## config.mk

```make
export PLATFORM = sky130hd
export DESIGN_NAME = dotcmd_loader
export DESIGN_NICKNAME = d
export VERILOG_FILES = /design/src/rtl/dotcmd_pkg.sv /design/src/rtl/dotcmd_sync.sv /design/src/rtl/dotcmd_shift.sv /design/src/rtl/dotcmd_ram.sv /design/src/rtl/dotcmd_loader.sv
export SDC_FILE = /design/constraint.sdc
export NUM_CORES = 1
export LEC_CHECK = 0
export BUFFER_PORTS_ARGS = -buffer_cell sky130_fd_sc_hd__clkbuf_2
export CAP_MARGIN = 20
export CORE_UTILIZATION = 59
export CTS_BUF_LIST = sky130_fd_sc_hd__clkbuf_8
export CTS_CLUSTER_DIAMETER = 30
export CTS_CLUSTER_SIZE = 8
export DETAILED_ROUTE_END_ITERATION = 7
export GPL_TIMING_DRIVEN = 0
export PLACE_DENSITY = 0.89
export SKIP_LAST_GASP = 1
export SLEW_MARGIN = 40
export SYNTH_ARGS = -nofsm -noshare
export SYNTH_HDL_FRONTEND = slang
export SYNTH_SLANG_ARGS = --single-unit
```

## constraint.sdc

```tcl
create_clock -name clk_i -period 7.4 [get_ports clk_i]
set_clock_uncertainty 0.1 [all_clocks]
set_input_delay 2.22 -clock clk_i [delete_from_list [all_inputs] [get_ports clk_i]]
set_output_delay 2.22 -clock clk_i [all_outputs]
set_load 0.01 [all_outputs]
```

## src/rtl/dotcmd_pkg.sv

```systemverilog
package dotcmd_pkg;
  localparam int unsigned BYTE_W = 8;

  localparam logic [2:0] OP_DOTS = 3'b000;
  localparam logic [2:0] OP_ADDR = 3'b101;
  localparam logic [2:0] OP_CTRL = 3'b111;

  localparam logic [7:0] BYTE_CLEAR = 8'hC0;
  localparam logic [7:0] BYTE_PWRDN = 8'hEF;

  typedef struct packed {
    logic       prescale16;
    logic       full_peak;
    logic [2:0] bright;
  } ctrl_t;

  localparam ctrl_t CTRL_RST = '{prescale16: 1'b0, full_peak: 1'b1, bright: 3'd0};
endpackage

```

## src/rtl/dotcmd_sync.sv

```systemverilog
module dotcmd_sync #(
  parameter int unsigned W = 3,
  parameter int unsigned STAGES = 2,
  parameter logic [W-1:0] RST_VAL = '0
) (
  input  logic         clk_i,
  input  logic         rst_ni,
  input  logic [W-1:0] d_i,
  output logic [W-1:0] q_o
);
  logic [W-1:0] stg_q [STAGES];

  always_ff @(posedge clk_i or negedge rst_ni) begin
    if (!rst_ni) begin
      for (int i = 0; i < STAGES; i++) stg_q[i] <= RST_VAL;
    end else begin
      stg_q[0] <= d_i;
      for (int i = 1; i < STAGES; i++) stg_q[i] <= stg_q[i-1];
    end
  end

  assign q_o = stg_q[STAGES-1];
endmodule

```

## src/rtl/dotcmd_shift.sv

```systemverilog
module dotcmd_shift #(
  parameter int unsigned BITS = 8
) (
  input  logic            clk_i,
  input  logic            rst_ni,
  input  logic            sclk_s_i,
  input  logic            load_n_s_i,
  input  logic            data_s_i,
  output logic [BITS-1:0] byte_o,
  output logic            byte_vld_o,
  output logic            load_fall_o
);
  localparam int unsigned CNT_MAX = BITS + 1;
  localparam int unsigned CW = $clog2(CNT_MAX + 1);

  logic            sclk_q, load_q, vld_q;
  logic [BITS-1:0] sr_q;
  logic [CW-1:0]   cnt_q;
  logic            sclk_rise, load_rise;

  assign sclk_rise   = sclk_s_i & ~sclk_q;
  assign load_rise   = load_n_s_i & ~load_q;
  assign load_fall_o = ~load_n_s_i & load_q;

  always_ff @(posedge clk_i or negedge rst_ni) begin
    if (!rst_ni) begin
      sclk_q <= 1'b0;
      load_q <= 1'b1;
      sr_q   <= '0;
      cnt_q  <= '0;
      vld_q  <= 1'b0;
    end else begin
      sclk_q <= sclk_s_i;
      load_q <= load_n_s_i;
      vld_q  <= 1'b0;
      if (load_rise) begin
        vld_q <= (cnt_q == CW'(BITS));
        cnt_q <= '0;
      end else if (sclk_rise && !load_n_s_i) begin
        sr_q <= {data_s_i, sr_q[BITS-1:1]};
        if (cnt_q != CW'(CNT_MAX)) cnt_q <= cnt_q + 1'b1;
      end
    end
  end

  assign byte_o     = sr_q;
  assign byte_vld_o = vld_q;


  load_high_hold_chk: assert property (@(posedge clk_i) disable iff (!rst_ni)
    load_n_s_i |=> $stable(sr_q));

  short_byte_drop_chk: assert property (@(posedge clk_i) disable iff (!rst_ni)
    (load_rise && cnt_q != CW'(BITS)) |=> !byte_vld_o);
endmodule

```

## src/rtl/dotcmd_ram.sv

```systemverilog
module dotcmd_ram #(
  parameter int unsigned NCHAR = 8,
  parameter int unsigned NROW  = 7,
  parameter int unsigned COLS  = 5
) (
  input  logic                     clk_i,
  input  logic                     rst_ni,
  input  logic                     we_i,
  input  logic [$clog2(NCHAR)-1:0] wchar_i,
  input  logic [$clog2(NROW)-1:0]  wrow_i,
  input  logic [COLS-1:0]          wdata_i,
  input  logic                     clr_i,
  input  logic [$clog2(NCHAR)-1:0] rchar_i,
  input  logic [$clog2(NROW)-1:0]  rrow_i,
  output logic [COLS-1:0]          rdata_o
);
  localparam int unsigned DEPTH = NCHAR * NROW;
  localparam int unsigned IW = $clog2(DEPTH);

  logic [COLS-1:0] mem_q [DEPTH];
  logic [DEPTH*COLS-1:0] flat;
  logic [IW-1:0] widx, ridx;

  assign widx = IW'(wchar_i) * IW'(NROW) + IW'(wrow_i);
  assign ridx = IW'(rchar_i) * IW'(NROW) + IW'(rrow_i);

  always_ff @(posedge clk_i or negedge rst_ni) begin
    if (!rst_ni) begin
      for (int i = 0; i < DEPTH; i++) mem_q[i] <= '0;
    end else if (clr_i) begin
      for (int i = 0; i < DEPTH; i++) mem_q[i] <= '0;
    end else if (we_i) begin
      mem_q[widx] <= wdata_i;
    end
  end

  always_comb begin
    rdata_o = '0;
    if (32'(rrow_i) < NROW && 32'(rchar_i) < NCHAR) rdata_o = mem_q[ridx];
  end

  for (genvar g = 0; g < DEPTH; g++) begin : g_flat
    assign flat[g*COLS +: COLS] = mem_q[g];
  end


  clear_all_chk: assert property (@(posedge clk_i) disable iff (!rst_ni)
    clr_i |=> (flat == '0));

  row_write_chk: assert property (@(posedge clk_i) disable iff (!rst_ni)
    (we_i && !clr_i) |=> (mem_q[$past(widx)] == $past(wdata_i)));
endmodule

```

## src/rtl/dotcmd_loader.sv

```systemverilog
module dotcmd_loader
  import dotcmd_pkg::*;
#(
  parameter int unsigned NCHAR = 8,
  parameter int unsigned NROW  = 7,
  parameter int unsigned COLS  = 5
) (
  input  logic                     clk_i,
  input  logic                     rst_ni,
  input  logic                     sdata_i,
  input  logic                     sclk_i,
  input  logic                     load_ni,
  input  logic [$clog2(NCHAR)-1:0] rd_char_i,
  input  logic [$clog2(NROW)-1:0]  rd_row_i,
  output logic [COLS-1:0]          rd_dots_o,
  output logic [2:0]               bright_o,
  output logic                     full_peak_o,
  output logic                     prescale16_o,
  output logic                     blank_o,
  output logic                     power_down_o
);
  localparam int unsigned CAW = $clog2(NCHAR);
  localparam int unsigned RAW = $clog2(NROW);
  localparam logic [RAW-1:0] ROW_LAST = RAW'(NROW - 1);

  logic [2:0]        sync_in, sync_out;
  logic              sclk_s, load_n_s, data_s;
  logic [BYTE_W-1:0] rx_byte;
  logic              rx_vld, load_fall;

  assign sync_in = {load_ni, sclk_i, sdata_i};

  dotcmd_sync #(.W(3), .STAGES(2), .RST_VAL(3'b100)) u_sync (
    .clk_i (clk_i), .rst_ni(rst_ni), .d_i(sync_in), .q_o(sync_out)
  );
  assign {load_n_s, sclk_s, data_s} = sync_out;

  dotcmd_shift #(.BITS(BYTE_W)) u_shift (
    .clk_i      (clk_i),
    .rst_ni     (rst_ni),
    .sclk_s_i   (sclk_s),
    .load_n_s_i (load_n_s),
    .data_s_i   (data_s),
    .byte_o     (rx_byte),
    .byte_vld_o (rx_vld),
    .load_fall_o(load_fall)
  );

  logic [2:0] op;
  logic       is_dots, is_addr, is_ctrl, is_clr, is_undef;
  assign op       = rx_byte[7:5];
  assign is_dots  = rx_vld && op == OP_DOTS;
  assign is_addr  = rx_vld && op == OP_ADDR;
  assign is_ctrl  = rx_vld && op == OP_CTRL;
  assign is_clr   = rx_vld && rx_byte == BYTE_CLEAR;
  assign is_undef = rx_vld && !is_dots && !is_addr && !is_ctrl && !is_clr;

  logic [CAW-1:0] char_q;
  logic [RAW-1:0] row_q;
  ctrl_t          ctrl_q;
  logic           pd_q, blank_q;

  always_ff @(posedge clk_i or negedge rst_ni) begin
    if (!rst_ni) begin
      char_q  <= '0;
      row_q   <= '0;
      ctrl_q  <= CTRL_RST;
      pd_q    <= 1'b0;
      blank_q <= 1'b0;
    end else begin
      if (load_fall) blank_q <= 1'b0;
      if (is_clr) begin
        char_q  <= '0;
        row_q   <= '0;
        blank_q <= 1'b1;
      end else if (is_addr) begin
        char_q <= rx_byte[CAW-1:0];
        row_q  <= '0;
      end else if (is_dots) begin
        row_q <= (row_q == ROW_LAST) ? '0 : row_q + 1'b1;
      end else if (is_ctrl) begin
        ctrl_q <= ctrl_t'(rx_byte[4:0]);
        pd_q   <= (rx_byte == BYTE_PWRDN);
      end
    end
  end

  dotcmd_ram #(.NCHAR(NCHAR), .NROW(NROW), .COLS(COLS)) u_ram (
    .clk_i  (clk_i),
    .rst_ni (rst_ni),
    .we_i   (is_dots),
    .wchar_i(char_q),
    .wrow_i (row_q),
    .wdata_i(rx_byte[COLS-1:0]),
    .clr_i  (is_clr),
    .rchar_i(rd_char_i),
    .rrow_i (rd_row_i),
    .rdata_o(rd_dots_o)
  );

  assign bright_o     = ctrl_q.bright;
  assign full_peak_o  = ctrl_q.full_peak;
  assign prescale16_o = ctrl_q.prescale16;
  assign blank_o      = blank_q;
  assign power_down_o = pd_q;


  addr_row_rst_chk: assert property (@(posedge clk_i) disable iff (!rst_ni)
    is_addr |=> (row_q == '0));

  row_wrap_chk: assert property (@(posedge clk_i) disable iff (!rst_ni)
    (is_dots && row_q == ROW_LAST) |=> (row_q == '0));

  clear_keeps_ctrl_chk: assert property (@(posedge clk_i) disable iff (!rst_ni)
    is_clr |=> ($stable(ctrl_q) && blank_q));

  pd_level_chk: assert property (@(posedge clk_i) disable iff (!rst_ni)
    pd_q |-> (ctrl_q.bright == 3'd7));

  undef_ignore_chk: assert property (@(posedge clk_i) disable iff (!rst_ni)
    is_undef |=> ($stable(char_q) && $stable(row_q) && $stable(ctrl_q) && $stable(pd_q)));
endmodule

```

==> results by group <==
Status
  – Status: complete, but fails checks
  – Failing checks: design-rule violations, negative setup slack

Logic synthesis
  – Post-synth top flop: dfrtp_1
  – Yosys cell types: 60
  – Yosys warnings: 0
  – Post-synth EDFFs: 0
  – Syn avg cell area: 9.73 um2
  – Synthesized net count: 1668
  – Yosys reg bits: 314
  – Mapped Area: 15800 um2
  – Ys async rst share: 100%
  – Area contributors post-synth: dfrtp_1 49%, nand2_1 13%, mux4_2 11%, o21ai_0 7.7%, clkbuf_1 1.9%
  – Syn Inst Count: 1626
  – Sequential fraction of the synthesis area: 49.7%
  – Yosys top cell area share: 49.0%
  – Area leader, netlist: dfrtp_1

STA
  – Final Cycle Share: 106%
  – Setup_tns: -2120 ps
  – Final setup margin: -455 ps
  – Hold WS: 258 ps
  – Worst slew margin: 36.1%
  – Final Setup Violations: 5
  – Tmin final: 7860 ps
  – Slew Limit Fails: 0
  – Final hold vios: 0
  – Peak Freq: 0.127 GHz
  – Unrepaired setup endpoints after global routing: yes
  – Slew @ Worst Pin: 958 ps

Die
  – Ports: 23
  – Full die area: 27500 um2
  – Row cnt: 59
  – Die Height: 166 um
  – Starting Density: 60.4%
  – CORE AREA: 26200 um2
  – Die width: 166 um

Routing
  – First-pass DRT Iterations: 8
  – Routed len/inst: 23.7 um
  – Routed WL: 50.3 mm
  – 1st-iter DRT viols: 2175
  – ANT nets after route: 0
  – Post-route DRC violation count: 8
  – Via density: 6.69
  – DR vias: 14177

Global route
  – Vias in the first global route: 14354
  – First-pass GRT wire length: 78.2 mm
  – Gr usage total: 37.2%
  – Initial antenna violation count: 2
  – Remaining Overflow, GRT: 0
  – Pin count of the biggest net entering global routing: 72

Setup path
  – CP arrival: 5540 ps
  – Data required, critical path: 5080 ps
  – CP max FO: 6
  – Setup crit end kind: primary output
  – Crit start category: input pin
  – CP Class: in2out
  – Reg2Reg Depth: 10

Layout
  – Post-layout util: 70.6%
  – Synth-to-Final Area Change: 16.9%
  – Share of cells above drive strength 1: 20.3%
  – Final net count: 1774
  – Layout fillers: 1629

CTS
  – Root buf cell: clkbuf_8
  – CTS Sinks: 314
  – Clock latency on the worst-skew pair: 640 ps
  – TritonCTS Buffers: 61
  – Cts hold-fix bufs: 0
  – CTS H-tree lvls: 2
  – CTS clock-pin slew for the worst setup and hold paths: 50 ps
  – CTS tree: yes
  – Max clock buf depth: 3

Worst hold path
  – Worst min path class: reg2reg
  – Hold-critical path depth: 0

Pwr
  – Sw frac: 30.7%
  – PwrDens: 254 nW/um2
  – Leakage: 7.95 nW
  – Clock power share: 43.7%
  – Internal: 3.26 mW
  – Comb pwr share: 19.0%
  – Psw: 1.44 mW
  – Sequential Power Share: 37.3%
  – VDD IR max: 239 uV

Placed design
  – Pre-CTS worst setup slack: -1210 ps
  – GP Congestion: 0.971
  – HPWL Detailed: 31.6 mm
  – Input/output buffers: 22

Job
  – Max cap viols: 0
-- layout make-up --
class,count,area [um2],area share (%)
diodes,1,2.50,0.0135
clock inverters,39,428,2.31
well taps,335,419,2.26
inverters,14,57.6,0.311
multi-input cells,1184,7730,41.8
repair buffers,43,427,2.31
flip-flops and latches,314,7860,42.5
plain buffers,114,537,2.90
clock buffers,76,1050,5.65
-- cells in the mapped netlist (all sizes together), types with 3 or more instances --
library cell	count
a211o	3
a21o	4
a21oi	17
a22oi	18
and2	8
and3	18
buf	33
clkbuf	81
dfrtp	310
dfstp	4
fa	8
ha	23
inv	13
mux2	12
mux2i	5
mux4	74
nand2	567
nand2b	4
nand3	10
nand4	6
nor2	38
nor3	36
nor3b	3
o21ai	263
o22ai	23
o2bb2ai	4
o32ai	4
or3	3
xnor2	5
xor2	5
-- sequential cells by signal (all words and copies together) (netlist names) --
name,cells
blank_o,1
bright_o,3
char_q,3
full_peak_o,1
power_down_o,1
prescale16_o,1
row_q,3
u_ram.flat,280
u_shift.byte_o,8
u_shift.byte_vld_o,1
u_shift.cnt_q,4
u_shift.load_q,1
u_shift.sclk_q,1
u_sync.q_o,3
u_sync.stg_q,3
-- kinds of logic (layout without fill, tap and decap cells) --
family | after synthesis | after routing | share of synthesized area, %
and+or+nand+nor | 705 | 705 | 19.8
AOI/OAI and AO/OA | 347 | 347 | 12.1
DFF | 314 | 314 | 49.7
buffers and inverters | 128 | 286 | 3.29
muxes | 91 | 91 | 11.7
adders and majority gates | 31 | 31 | 2.83
xor gates and xnor gates | 10 | 10 | 0.553
other | 0 | 1 | 0
-- layout by cell type, fill, tap and decap left out, types with 19 or more instances in the layout --
master / n
ha_1: 23
o21ai_1: 21
nand2_1: 565
o21ai_0: 242
mux4_2: 74
o22ai_1: 19
nor2_1: 23
inv_1: 27
clkbuf_1: 74
dfrtp_1: 310
clkbuf_2: 21
nor3_2: 27
clkbuf_8: 79
buf_2: 24
-- worst max-delay path, cell delays in order --
cell and delay, ps:
buf_8 100, fa_1 490, fa_1 560, inv_2 50, fa_2 440, xor2_4 420, buf_12 170, mux4_2 620
nand2_1 140, a22oi_2 130, clkbuf_2 160
-- timing repair --
action | in CTS | in global routing
gates cloned | 1 | 0
gates resized for setup | 55 | 27
buffers inserted | 10 | 6
setup endpoints to repair | 5 | 5
pin swaps | 8 | 11
-- power by group through the flow --
stage | logic, mW | clock network [mW] | registers, mW
after detailed placement | 0.678 | 0 | 1.78
after CTS | 0.794 | 2.04 | 1.75
after global placement | 0.652 | 0 | 1.78
final | 0.896 | 2.06 | 1.75
after floorplan | 0.391 | 0 | 1.78
after global routing | 0.915 | 2.13 | 1.75
-- through the flow --
stage               area, um2  power (mW)  instances
detailed placement      16500        2.46       1987
global route            18500        4.80       2120
finish                  18500        4.71       2120
CTS                     18300        4.59       2113
global placement        16400        2.43       1983
floorplan               15800        2.17       1626
-- metal layers --
layer  part of all wire (%)  wire length (um)  vias up  global-route usage (%)
li1                       -                 -     5839                       -
met1                     34             17000     6811                    46.4
met2                     45             22600     1165                    56.6
met3                     14              6980      356                    12.5
met4                    7.4              3700        6                    22.9
met5                   0.16                81        -                       0
-- final timing paths --
kind	from	to	slack, ps
max	rd_char_i[0]	rd_dots_o[1]	-460
min	u_sync.stg_q[4]	u_sync.q_o[1]	260
max reg2reg	char_q[0]	u_ram.flat[158]	2900
min reg2reg	u_sync.stg_q[4]	u_sync.q_o[1]	260
max in group asynchronous	rst_ni	u_ram.flat[256]	4630
min in group asynchronous	rst_ni	u_ram.flat[97]	1470
Note: power is estimated with default switching activity, not from simulation.
